--- config.mk ---
export PLATFORM = sky130hd
export DESIGN_NAME = cmd_latch_if
export DESIGN_NICKNAME = d
export VERILOG_FILES = /design/src/rtl/cmd_if_pkg.sv /design/src/rtl/cmd_sync.sv /design/src/rtl/cmd_edge_det.sv /design/src/rtl/cmd_serial_shift.sv /design/src/rtl/cmd_latch_ctrl.sv /design/src/rtl/cmd_latch_if.sv
export SDC_FILE = /design/constraint.sdc
export NUM_CORES = 1
export LEC_CHECK = 0
export BUFFER_PORTS_ARGS = -buffer_cell sky130_fd_sc_hd__buf_2
export CORE_MARGIN = 4
export CORE_UTILIZATION = 30
export DETAILED_ROUTE_END_ITERATION = 12
export PLACE_DENSITY = 0.53
export SYNTH_ARGS = -nofsm -noshare
export SYNTH_HDL_FRONTEND = slang
export SYNTH_SLANG_ARGS = --single-unit
--- constraint.sdc ---
create_clock -name clk -period 3.02 [get_ports clk]
set_input_delay 0.604 -clock clk [delete_from_list [all_inputs] [get_ports clk]]
set_output_delay 0.604 -clock clk [all_outputs]
set_load 0.01 [all_outputs]
--- src/rtl/cmd_if_pkg.sv ---
package cmd_if_pkg;
  localparam int TONE_W = 6;
  localparam int WORD_W = TONE_W + 2;

  typedef struct packed {
    logic [TONE_W-1:0] tone;
    logic              rx_tx;
    logic              ptl;
  } cmd_word_t;
endpackage

--- src/rtl/cmd_sync.sv ---
module cmd_sync #(
  parameter int   W       = 1,
  parameter int   STAGES  = 2,
  parameter logic RST_VAL = 1'b1
) (
  input  logic         clk,
  input  logic         rst_n,
  input  logic [W-1:0] d,
  output logic [W-1:0] q
);
  logic [W-1:0] stage_q [STAGES];

  for (genvar g = 0; g < STAGES; g++) begin : g_stage
    if (g == 0) begin : g_first
      always_ff @(posedge clk or negedge rst_n) begin
        if (!rst_n) stage_q[g] <= {W{RST_VAL}};
        else        stage_q[g] <= d;
      end
    end else begin : g_next
      always_ff @(posedge clk or negedge rst_n) begin
        if (!rst_n) stage_q[g] <= {W{RST_VAL}};
        else        stage_q[g] <= stage_q[g-1];
      end
    end
  end

  assign q = stage_q[STAGES-1];
endmodule

--- src/rtl/cmd_edge_det.sv ---
module cmd_edge_det #(
  parameter logic RST_VAL = 1'b1
) (
  input  logic clk,
  input  logic rst_n,
  input  logic lvl,
  output logic rise,
  output logic fall
);
  logic prev_q;

  always_ff @(posedge clk or negedge rst_n) begin
    if (!rst_n) prev_q <= RST_VAL;
    else        prev_q <= lvl;
  end

  assign rise = lvl & ~prev_q;
  assign fall = ~lvl & prev_q;
endmodule

--- src/rtl/cmd_serial_shift.sv ---
module cmd_serial_shift #(
  parameter int W = 8
) (
  input  logic         clk,
  input  logic         rst_n,
  input  logic         shift_en,
  input  logic         bit_i,
  output logic [W-1:0] word_o
);
  logic [W-1:0] sr_q;

  always_ff @(posedge clk or negedge rst_n) begin
    if (!rst_n)        sr_q <= '0;
    else if (shift_en) sr_q <= {sr_q[W-2:0], bit_i};
  end

  assign word_o = sr_q;
endmodule

--- src/rtl/cmd_latch_ctrl.sv ---
module cmd_latch_ctrl #(
  parameter int W = 8
) (
  input  logic         clk,
  input  logic         rst_n,
  input  logic         ser_mode,
  input  logic         ll_lvl,
  input  logic         ll_rise,
  input  logic         ll_fall,
  input  logic [W-1:0] par_word,
  input  logic [W-1:0] ser_word,
  output logic [W-1:0] latch_q,
  output logic         armed_o
);
  logic armed_q;

  always_ff @(posedge clk or negedge rst_n) begin
    if (!rst_n) begin
      latch_q <= '1;
      armed_q <= 1'b0;
    end else if (!ser_mode) begin
      armed_q <= 1'b0;
      if (ll_lvl) latch_q <= par_word;
    end else if (ll_rise) begin
      armed_q <= 1'b1;
    end else if (ll_fall) begin
      armed_q <= 1'b0;
      if (armed_q) latch_q <= ser_word;
    end
  end

  assign armed_o = armed_q;
endmodule

--- src/rtl/cmd_latch_if.sv ---
module cmd_latch_if
  import cmd_if_pkg::*;
#(
  parameter int SYNC_STAGES = 2
) (
  input  logic              clk,
  input  logic              rst_n,
  input  logic              load_latch_i,
  input  logic [WORD_W-1:0] pins_i,
  output logic [TONE_W-1:0] tone_code_o,
  output logic              rx_tx_o,
  output logic              ptl_o
);
  localparam int SEL_HI = WORD_W - 1;
  localparam int SEL_LO = WORD_W - 2;
  localparam int SDATA  = WORD_W - 3;
  localparam int SCLK   = WORD_W - 4;

  logic [WORD_W-1:0] bus_s;
  logic              ll_s;
  logic              ll_rise, ll_fall;
  logic              sclk_rise, sclk_fall;
  logic              ser_mode;
  logic [WORD_W-1:0] par_word, ser_word, latch_q;
  logic              armed;
  cmd_word_t         cmd;

  cmd_sync #(.W(WORD_W), .STAGES(SYNC_STAGES), .RST_VAL(1'b1)) u_bus_sync (
    .clk(clk), .rst_n(rst_n), .d(pins_i), .q(bus_s));

  cmd_sync #(.W(1), .STAGES(SYNC_STAGES), .RST_VAL(1'b1)) u_ll_sync (
    .clk(clk), .rst_n(rst_n), .d(load_latch_i), .q(ll_s));

  cmd_edge_det #(.RST_VAL(1'b1)) u_ll_edge (
    .clk(clk), .rst_n(rst_n), .lvl(ll_s), .rise(ll_rise), .fall(ll_fall));

  cmd_edge_det #(.RST_VAL(1'b1)) u_sclk_edge (
    .clk(clk), .rst_n(rst_n), .lvl(bus_s[SCLK]), .rise(sclk_rise), .fall(sclk_fall));

  assign ser_mode = bus_s[SEL_HI] & ~bus_s[SEL_LO];
  assign par_word = bus_s;

  cmd_serial_shift #(.W(WORD_W)) u_shift (
    .clk(clk), .rst_n(rst_n), .shift_en(ser_mode & sclk_rise),
    .bit_i(bus_s[SDATA]), .word_o(ser_word));

  cmd_latch_ctrl #(.W(WORD_W)) u_latch (
    .clk(clk), .rst_n(rst_n), .ser_mode(ser_mode), .ll_lvl(ll_s),
    .ll_rise(ll_rise), .ll_fall(ll_fall), .par_word(par_word),
    .ser_word(ser_word), .latch_q(latch_q), .armed_o(armed));

  assign cmd         = cmd_word_t'(latch_q);
  assign tone_code_o = cmd.tone;
  assign rx_tx_o     = cmd.rx_tx;
  assign ptl_o       = cmd.ptl;

  logic unused_sclk_fall;
  assign unused_sclk_fall = sclk_fall;
endmodule

==> results.cfg, run 1 <==
[outcome]
run_status = complete, no violations

[floorplanning]
die-area_um2 = 5530
boundaryPins = 19
start_util_pct = 31.9
fp.dieH_um = 74.4
fp.dieW_um = 74.4
core_um2 = 4140
num_rows = 23

[setup_path]
r2r-start = u_bus_sync.q[7]
crit_path_start = u_bus_sync.q[7]
worst_setup_path_start_kind = register
worstPathMaxFanout = 12
cp.required_ps = 3190
crit_path_end_kind = register
crit_type = register to register
cp.arrival_ps = 1770

[power]
powerDensity_nw_per_um2 = 657
seq_power_share_pct = 58.9
p_leak_nw = 0.659
internal-power_mw = 0.780
pwr-share-clk_pct = 31.7
switchingPower_mw = 0.242
p_total_mw = 1.02
peakVddDrop_mv = 0.384
combinationalPowerShare_pct = 9.4
p_sw_share_pct = 23.7

[hold_path]
hp-class = register to register
hp-start = u_bus_sync.stage_q[14]

[synthesis]
avgSynthCellArea_um2 = 17.2
synthesis.nets = 88
synth_seq_area_share_pct = 72.7
yosysWarnings = 0
synth.area.top_cells = dfstp_2 56%, dfrtp_1 17%, mux2_2 8.5%
syn-cell-area_um2 = 1320
ys_types = 19
synth_top_area_share_pct = 55.6
synth-seq-cells = 37
syn_inst = 77
synth_top_area_cell = dfstp_2

[routing]
wl_per_cell_um = 14.1
via_per_inst = 4.49
routed_wl_mm = 2.15
drt.antenna.violating_nets = 0
first_iter_violations = 27
vias = 683
drc = 0
firstDrtPassIters = 4

[clock_tree]
cts_tree = done
cts_buffer_depth = 2
cts_max_level = 2
ctsResizeCount = 0
clkSlewWorstSetupHoldPaths_ps = 70
postCtsHoldBufs = 0
cts_setup_buffers = 0
cts_sinks = 37
numCtsBuffers = 5
clock-root-buffer = clkbuf_8
clk_latency_ps = 280

[finish]
fin_nets = 112
diodes = 0
area_growth_pct = 17.7
drive_above_1_share_pct = 72.5
n_fill_cell = 415

[sta]
rsz0062_at_grt = false
period_share_pct = 53.0
slew_violations = 0
worstMarginPinSlew_ps = 793
max-slew-margin-rel_pct = 47.1
tns_ps = 0
setup_viol = 0
period_minus_slack_ps = 1600
skew_ps = 3.18
fmaxAchievable_mhz = 625
hold_viol = 0

[global_routing]
grt_max_degree = 38
use_met1_pct = 11.4
gr-usage-all-layers_pct = 9.29
antenna_found_initial = 0
grt_pass1_vias = 745
grtUsageMet2_pct = 13.9
grt_pass1_wl_mm = 3.70
grt.busiest_layer = met2
grt_remaining_overflow = 0
use_met3_pct = 4.46

[place]
gp_congestion = 0.682
portBuffers = 18

[run]
cap_violations = 0
sequential cells by signal, indices dropped and copies added (netlist names):
name                count
u_shift.word_o          8
u_ll_sync.stage_q       1
u_sclk_edge.prev_q      1
u_latch.latch_q         8
u_bus_sync.q            8
u_ll_sync.q             1
u_latch.armed_o         1
u_bus_sync.stage_q      8
u_ll_edge.prev_q        1
worst max-delay path: stages, from the launching register on:
cell,delay [ps]
dfstp_2,580
nand2b_4,120
nor3b_4,390
mux2_2,390
synth_stat cells:
library cell,count
dfstp_2,28
mux2_2,10
dfrtp_1,9
o221a_2,6
or3_1,6
inv_1,3
nor2_1,3
a211oi_1,1
a21oi_1,1
a32oi_1,1
buf_2,1
maj3_1,1
mux2i_2,1
nand2_1,1
nand2b_4,1
nand3b_4,1
nor3b_1,1
nor3b_4,1
o31ai_1,1
cell families (layout without fill, tap and decap cells):
kind of cell    count (synthesis)  count (layout)  share of synthesized area [%]
compound gates                 10              10                           7.28
fa+ha+maj                       1               1                          0.757
buf+inv                         4              29                           1.23
flops                          37              37                           72.7
mux                            11              11                           9.56
simple gates                   14              14                           8.51
power by group through the flow:
stage / Sequential (mW) / Combinational, mW / Clock (mW)
after floorplan: 0.608 / 0.0536 / 0
after global placement: 0.608 / 0.0970 / 0
after detailed placement: 0.610 / 0.0985 / 0
after CTS: 0.603 / 0.0990 / 0.341
after global routing: 0.609 / 0.108 / 0.371
final: 0.602 / 0.0963 / 0.324
path summary, 6_finish.rpt:
path | slack, ps | cells after the start | endpoint
max in group asynchronous | 2110 | 1 | u_shift.word_o[1]
setup / recovery | 1420 | 3 | u_shift.word_o[5]
hold reg to reg | 350 | 0 | u_bus_sync.q[6]
min in group asynchronous | 400 | 1 | u_shift.word_o[7]
setup reg to reg | 1420 | 3 | u_shift.word_o[5]
hold / removal | 350 | 0 | u_bus_sync.q[6]
placed cells by master (no fill, tap or decap), types with 2 or more instances in the layout:
master	count
inv_1	3
o221a_2	6
or3_1	6
dfstp_2	28
clkbuf_8	5
clkinv_2	2
mux2_2	10
buf_2	18
dfrtp_1	9
nor2_1	3
final cells by class:
class	count	area, um2	share of cell area (%)
clock inverters	3	17.5	1.13
repair buffers	18	90.1	5.79
clock buffers	5	68.8	4.42
well taps	50	62.6	4.02
multi-input cells	36	345	22.2
inverters	3	11.3	0.723
flip-flops and latches	37	961	61.7
per-stage QoR:
step                      util, %  instance area, um2  setup WS (ps)  hold slack (ps)  cells
after floorplan                 -                1320           1580              308     77
after global placement       35.5                1470           1470              346    144
after detailed placement     35.5                1470           1430              347    144
after CTS                    37.6                1560           1410              356    152
after global routing         37.6                1560           1340              363    152
final                        37.6                1560           1420              353    152
per-layer routing:
| layer | wire length [um] | vias up |
|---|---|---|
| met4 | 34 | 0 |
| met5 | 0 | - |
| li1 | - | 326 |
| met1 | 938 | 339 |
| met2 | 1080 | 13 |
| met3 | 93 | 5 |
Power figures use the tool's default switching activity.
==> run 2, diff against run 1 <==
- clock period: 3.02 -> 1.59 ns (I/O delays scaled with it)
==> results.cfg, run 2 (synthesis results as in run 1) <==
[setup_path]
cp.required_ps = 1760
worst_setup_path_start_kind = register
crit_chain = nand2b_4, nor3b_4, buf_4, mux2_2
reg2reg_slack_ps = 110
critPathSlowestCell = dfstp_2
worstPathMaxFanout = 8
crit_path_end_kind = register
cp.arrival_ps = 1650
crit_type = register to register
r2r_cells = 4
r2r-end = u_shift.word_o[5]
cp_slowest_stage_delay_ps = 570
r2r-start = u_bus_sync.q[7]

[finish]
n_fill_cell = 405
fin_nets = 116
area_growth_pct = 22.2
final_cell_mix = 28 x dfstp_2, 18 x buf_2, 10 x mux2_2, 9 x dfrtp_1
layout_commonest_cell = dfstp_2
drive_above_1_share_pct = 72.6
diodes = 0
final_cell_area_um2 = 1620

[floorplanning]
core_um2 = 4140
fp.dieH_um = 74.4
fp.dieW_um = 74.4
boundaryPins = 19
num_rows = 23
start_util_pct = 31.9
die-area_um2 = 5530

[power]
powerDensity_nw_per_um2 = 1330
p_leak_nw = 0.693
switchingPower_mw = 0.458
pwr-share-clk_pct = 38.1
combinationalPowerShare_pct = 8.8
peakVddDrop_mv = 0.523
internal-power_mw = 1.70
p_sw_share_pct = 21.3
seq_power_share_pct = 53.1

[global_routing]
antenna_found_initial = 0
gr-usage-all-layers_pct = 9.22
grt_pass1_wl_mm = 3.73
grt_max_degree = 38
grt_remaining_overflow = 0
grt_pass1_vias = 786

[clock_tree]
cts_sinks = 37
ctsResizeCount = 0
postCtsHoldBufs = 0
cts_max_level = 2
clock-root-buffer = clkbuf_8
clk_latency_ps = 280
cts_buffer_depth = 2
numCtsBuffers = 5
cts_tree = done
cts_setup_buffers = 0
clkSlewWorstSetupHoldPaths_ps = 70

[sta]
tns_ps = 0
period_minus_slack_ps = 1480
rsz0062_at_grt = false
max-slew-margin-rel_pct = 70.1
setup_slack_ps = 110
skew_ps = 4.71
setup_viol = 0
slew_violations = 0
fmaxAchievable_mhz = 676
worstMarginPinSlew_ps = 448
hold_viol = 0
period_share_pct = 93.1

[routing]
firstDrtPassIters = 3
first_iter_violations = 17
drt.antenna.violating_nets = 0
routed_wl_mm = 2.21
via_per_inst = 4.53
wl_per_cell_um = 14.2
vias = 707
drc = 0

[place]
gp_congestion = 0.729
dp_hpwl_mm = 1.50
portBuffers = 18
placed_area_um2 = 1500
preCtsSetupSlack_ps = 113

[run]
cap_violations = 0

[outcome]
run_status = complete, no violations

[hold_path]
hp-class = input pin to async pin
## run 2: power by group through the flow
stage	Clock, mW	Combinational, mW	Sequential, mW
3_3_place_gp	0	0.191	1.15
4_1_cts	0.843	0.196	1.14
6_report	0.821	0.190	1.14
5_1_grt	0.880	0.211	1.16
3_5_place_dp	0	0.195	1.16
2_1_floorplan	0	0.102	1.15
## run 2: how the worst max path moves through the flow
stage                                from  cells after the start                 to  slack [ps]
after global placement    u_bus_sync.q[7]                      4  u_shift.word_o[4]         130
final                     u_bus_sync.q[7]                      4  u_shift.word_o[5]         110
after floorplan           u_bus_sync.q[7]                      3  u_shift.word_o[0]         150
after global routing      u_bus_sync.q[7]                      4  u_shift.word_o[1]          40
after CTS                 u_bus_sync.q[7]                      4  u_shift.word_o[1]         100
after detailed placement  u_bus_sync.q[7]                      4  u_shift.word_o[1]         110
## run 2: cell type report
class,count,area [um2],share of cell area [%]
clock inverters,1,30.0,1.86
multi-input cells,36,345,21.4
inverters,3,11.3,0.697
well taps,50,62.6,3.87
flip-flops and latches,37,961,59.4
repair buffers,22,120,7.43
clock buffers,7,86.3,5.34
## run 2: stage by stage
step | instances | power, mW | hold WS, ps | utilization [%]
4_1_cts | 156 | 2.18 | 72.6 | 39.0
2_1_floorplan | 77 | 1.26 | 22.4 | -
3_5_place_dp | 148 | 1.35 | 347 | 36.2
3_3_place_gp | 148 | 1.35 | 346 | 36.2
5_1_grt | 156 | 2.25 | 114 | 39.0
6_report | 156 | 2.16 | 62.1 | 39.0
## run 2: worst max-delay path, delay by kind of cell (launching register included)
kind / cells / cell delay [ps]
buffers and inverters: 1 / 190
DFF: 1 / 570
muxes: 1 / 340
and+or+nand+nor: 2 / 270
## run 2: per-layer routing
layer	global-route usage [%]	up-vias	part of all wire (%)
li1	-	333	-
met1	12.2	360	48
met2	13.3	10	46
met3	2.43	4	3.3
met4	5.93	0	2.2
met5	0	-	0
==> run 3, diff against run 2 <==
- CORE_ASPECT_RATIO: not set -> 1.25
==> results.cfg, run 3 (synthesis results as in run 1) <==
[outcome]
run_status = complete, no violations

[floorplanning]
core_um2 = 4160
die-area_um2 = 5540
fp.dieW_um = 67.4
boundaryPins = 19
num_rows = 26
fp.dieH_um = 82.2
start_util_pct = 31.8

[routing]
wl_per_cell_um = 13.3
wl_met3_um = 91
drt.antenna.violating_nets = 0
firstDrtPassIters = 2
routed_wl_mm = 2.15
dr.max_layer_used = met4
routedLengthMet1_um = 899
first_iter_violations = 11
via_per_inst = 4.47
drc = 0
vias = 724
met2_length_mm = 1.09

[place]
dp_hpwl_mm = 1.46
preCtsSetupSlack_ps = 25.0
placed_area_um2 = 1500
portBuffers = 18
gp_congestion = 0.656

[sta]
rsz0062_at_grt = false
skew_ps = 5.96
fmaxAchievable_mhz = 665
worstMarginPinSlew_ps = 440
period_share_pct = 94.5
period_minus_slack_ps = 1500
max-slew-margin-rel_pct = 70.7
tns_ps = 0
hold_viol = 0
setup_viol = 0
slew_violations = 0
setup_slack_ps = 87.0

[setup_path]
cp_slowest_stage_delay_ps = 570
critPathSlowestCell = dfstp_2
r2r-end = u_shift.word_o[6]
crit_path_end_kind = register
crit_chain = nand2b_4, nor3b_4, buf_12, mux2_2
cp.arrival_ps = 1670
reg2reg_slack_ps = 90
crit_buf_inv = 1
cp.required_ps = 1750
worst_setup_path_start_kind = register
r2r-start = u_bus_sync.q[7]
worstPathMaxFanout = 8
r2r_cells = 4
crit_type = register to register
critPathTopFamily = flip-flops

[power]
powerDensity_nw_per_um2 = 1210
p_leak_nw = 0.677
peakVddDrop_mv = 0.519

[clock_tree]
clock-root-buffer = clkbuf_8
cts_buffer_depth = 2
cts_tree = done
cts_max_level = 2
ctsResizeCount = 0
clkSlewWorstSetupHoldPaths_ps = 70
clk_latency_ps = 280
cts_sinks = 37
numCtsBuffers = 5

[finish]
fin_nets = 116
n_fill_cell = 417
layout_commonest_cell = dfstp_2
area_growth_pct = 21.0
utilization_pct = 38.4
drive_above_1_share_pct = 70.8
final_cell_area_um2 = 1600
diodes = 0
final_cell_mix = 28 x dfstp_2, 18 x buf_2, 10 x mux2_2, 9 x dfrtp_1

[global_routing]
grt_max_degree = 38
grt_remaining_overflow = 0
antenna_found_initial = 0
grt_pass1_wl_mm = 3.66
gr-usage-all-layers_pct = 9.54
grt_pass1_vias = 779

[hold_path]
hp-class = input pin to async pin

[run]
cap_violations = 0
==> run 3: cell type report <==
type | instances | area (um2) | share of cell area [%]
Tap cell | 56 | 70.1 | 4.38
Clock buffer | 8 | 80.1 | 5.00
Inverter | 3 | 11.3 | 0.704
Sequential cell | 37 | 961 | 60.0
Multi-Input combinational cell | 36 | 345 | 21.6
Timing Repair Buffer | 22 | 133 | 8.29
==> run 3: power breakdown <==
group,internal (mW),switching (mW)
clock,0.311,0.291
combinational,0.108,0.0849
sequential,1.08,0.0590
total,1.50,0.435
==> run 3: timing repair <==
item                                    CTS  global route
endpoints found under the setup margin    0             8
buffers inserted                          0             1
hold buffers                              0             0
==> run 3: worst max path at each step <==
| stage | from | endpoint | slack (ps) | cells after the start |
|---|---|---|---|---|
| 2_1_floorplan | u_bus_sync.q[7] | u_shift.word_o[0] | 150 | 3 |
| 3_3_place_gp | u_bus_sync.q[7] | u_shift.word_o[3] | 60 | 3 |
| 3_5_place_dp | u_bus_sync.q[7] | u_shift.word_o[5] | 20 | 3 |
| 4_1_cts | u_bus_sync.q[7] | u_shift.word_o[6] | 6 | 3 |
| 5_1_grt | u_bus_sync.q[7] | u_shift.word_o[5] | 40 | 4 |
| 6_report | u_bus_sync.q[7] | u_shift.word_o[6] | 90 | 4 |
==> run 3: worst reg2reg max path, cell delays in order, from the launching register on <==
cell	delay, ps
dfstp_2	570
nand2b_4	100
nor3b_4	240
buf_12	150
mux2_2	330
==> run 3: routing by layer <==
metal | GRT usage, % | up-vias
met1 | 10.9 | 367
met3 | 4.19 | 8
li1 | - | 338
met5 | 0 | -
met2 | 14.2 | 11
met4 | 6.69 | 0
==> run 3: stage by stage <==
stage	hold slack (ps)	power (mW)	instances
floorplan	22.4	1.26	77
global placement	346	1.34	153
detailed placement	347	1.35	153
CTS	68.9	1.98	161
global route	96.0	2.06	162
finish	66.8	1.93	162
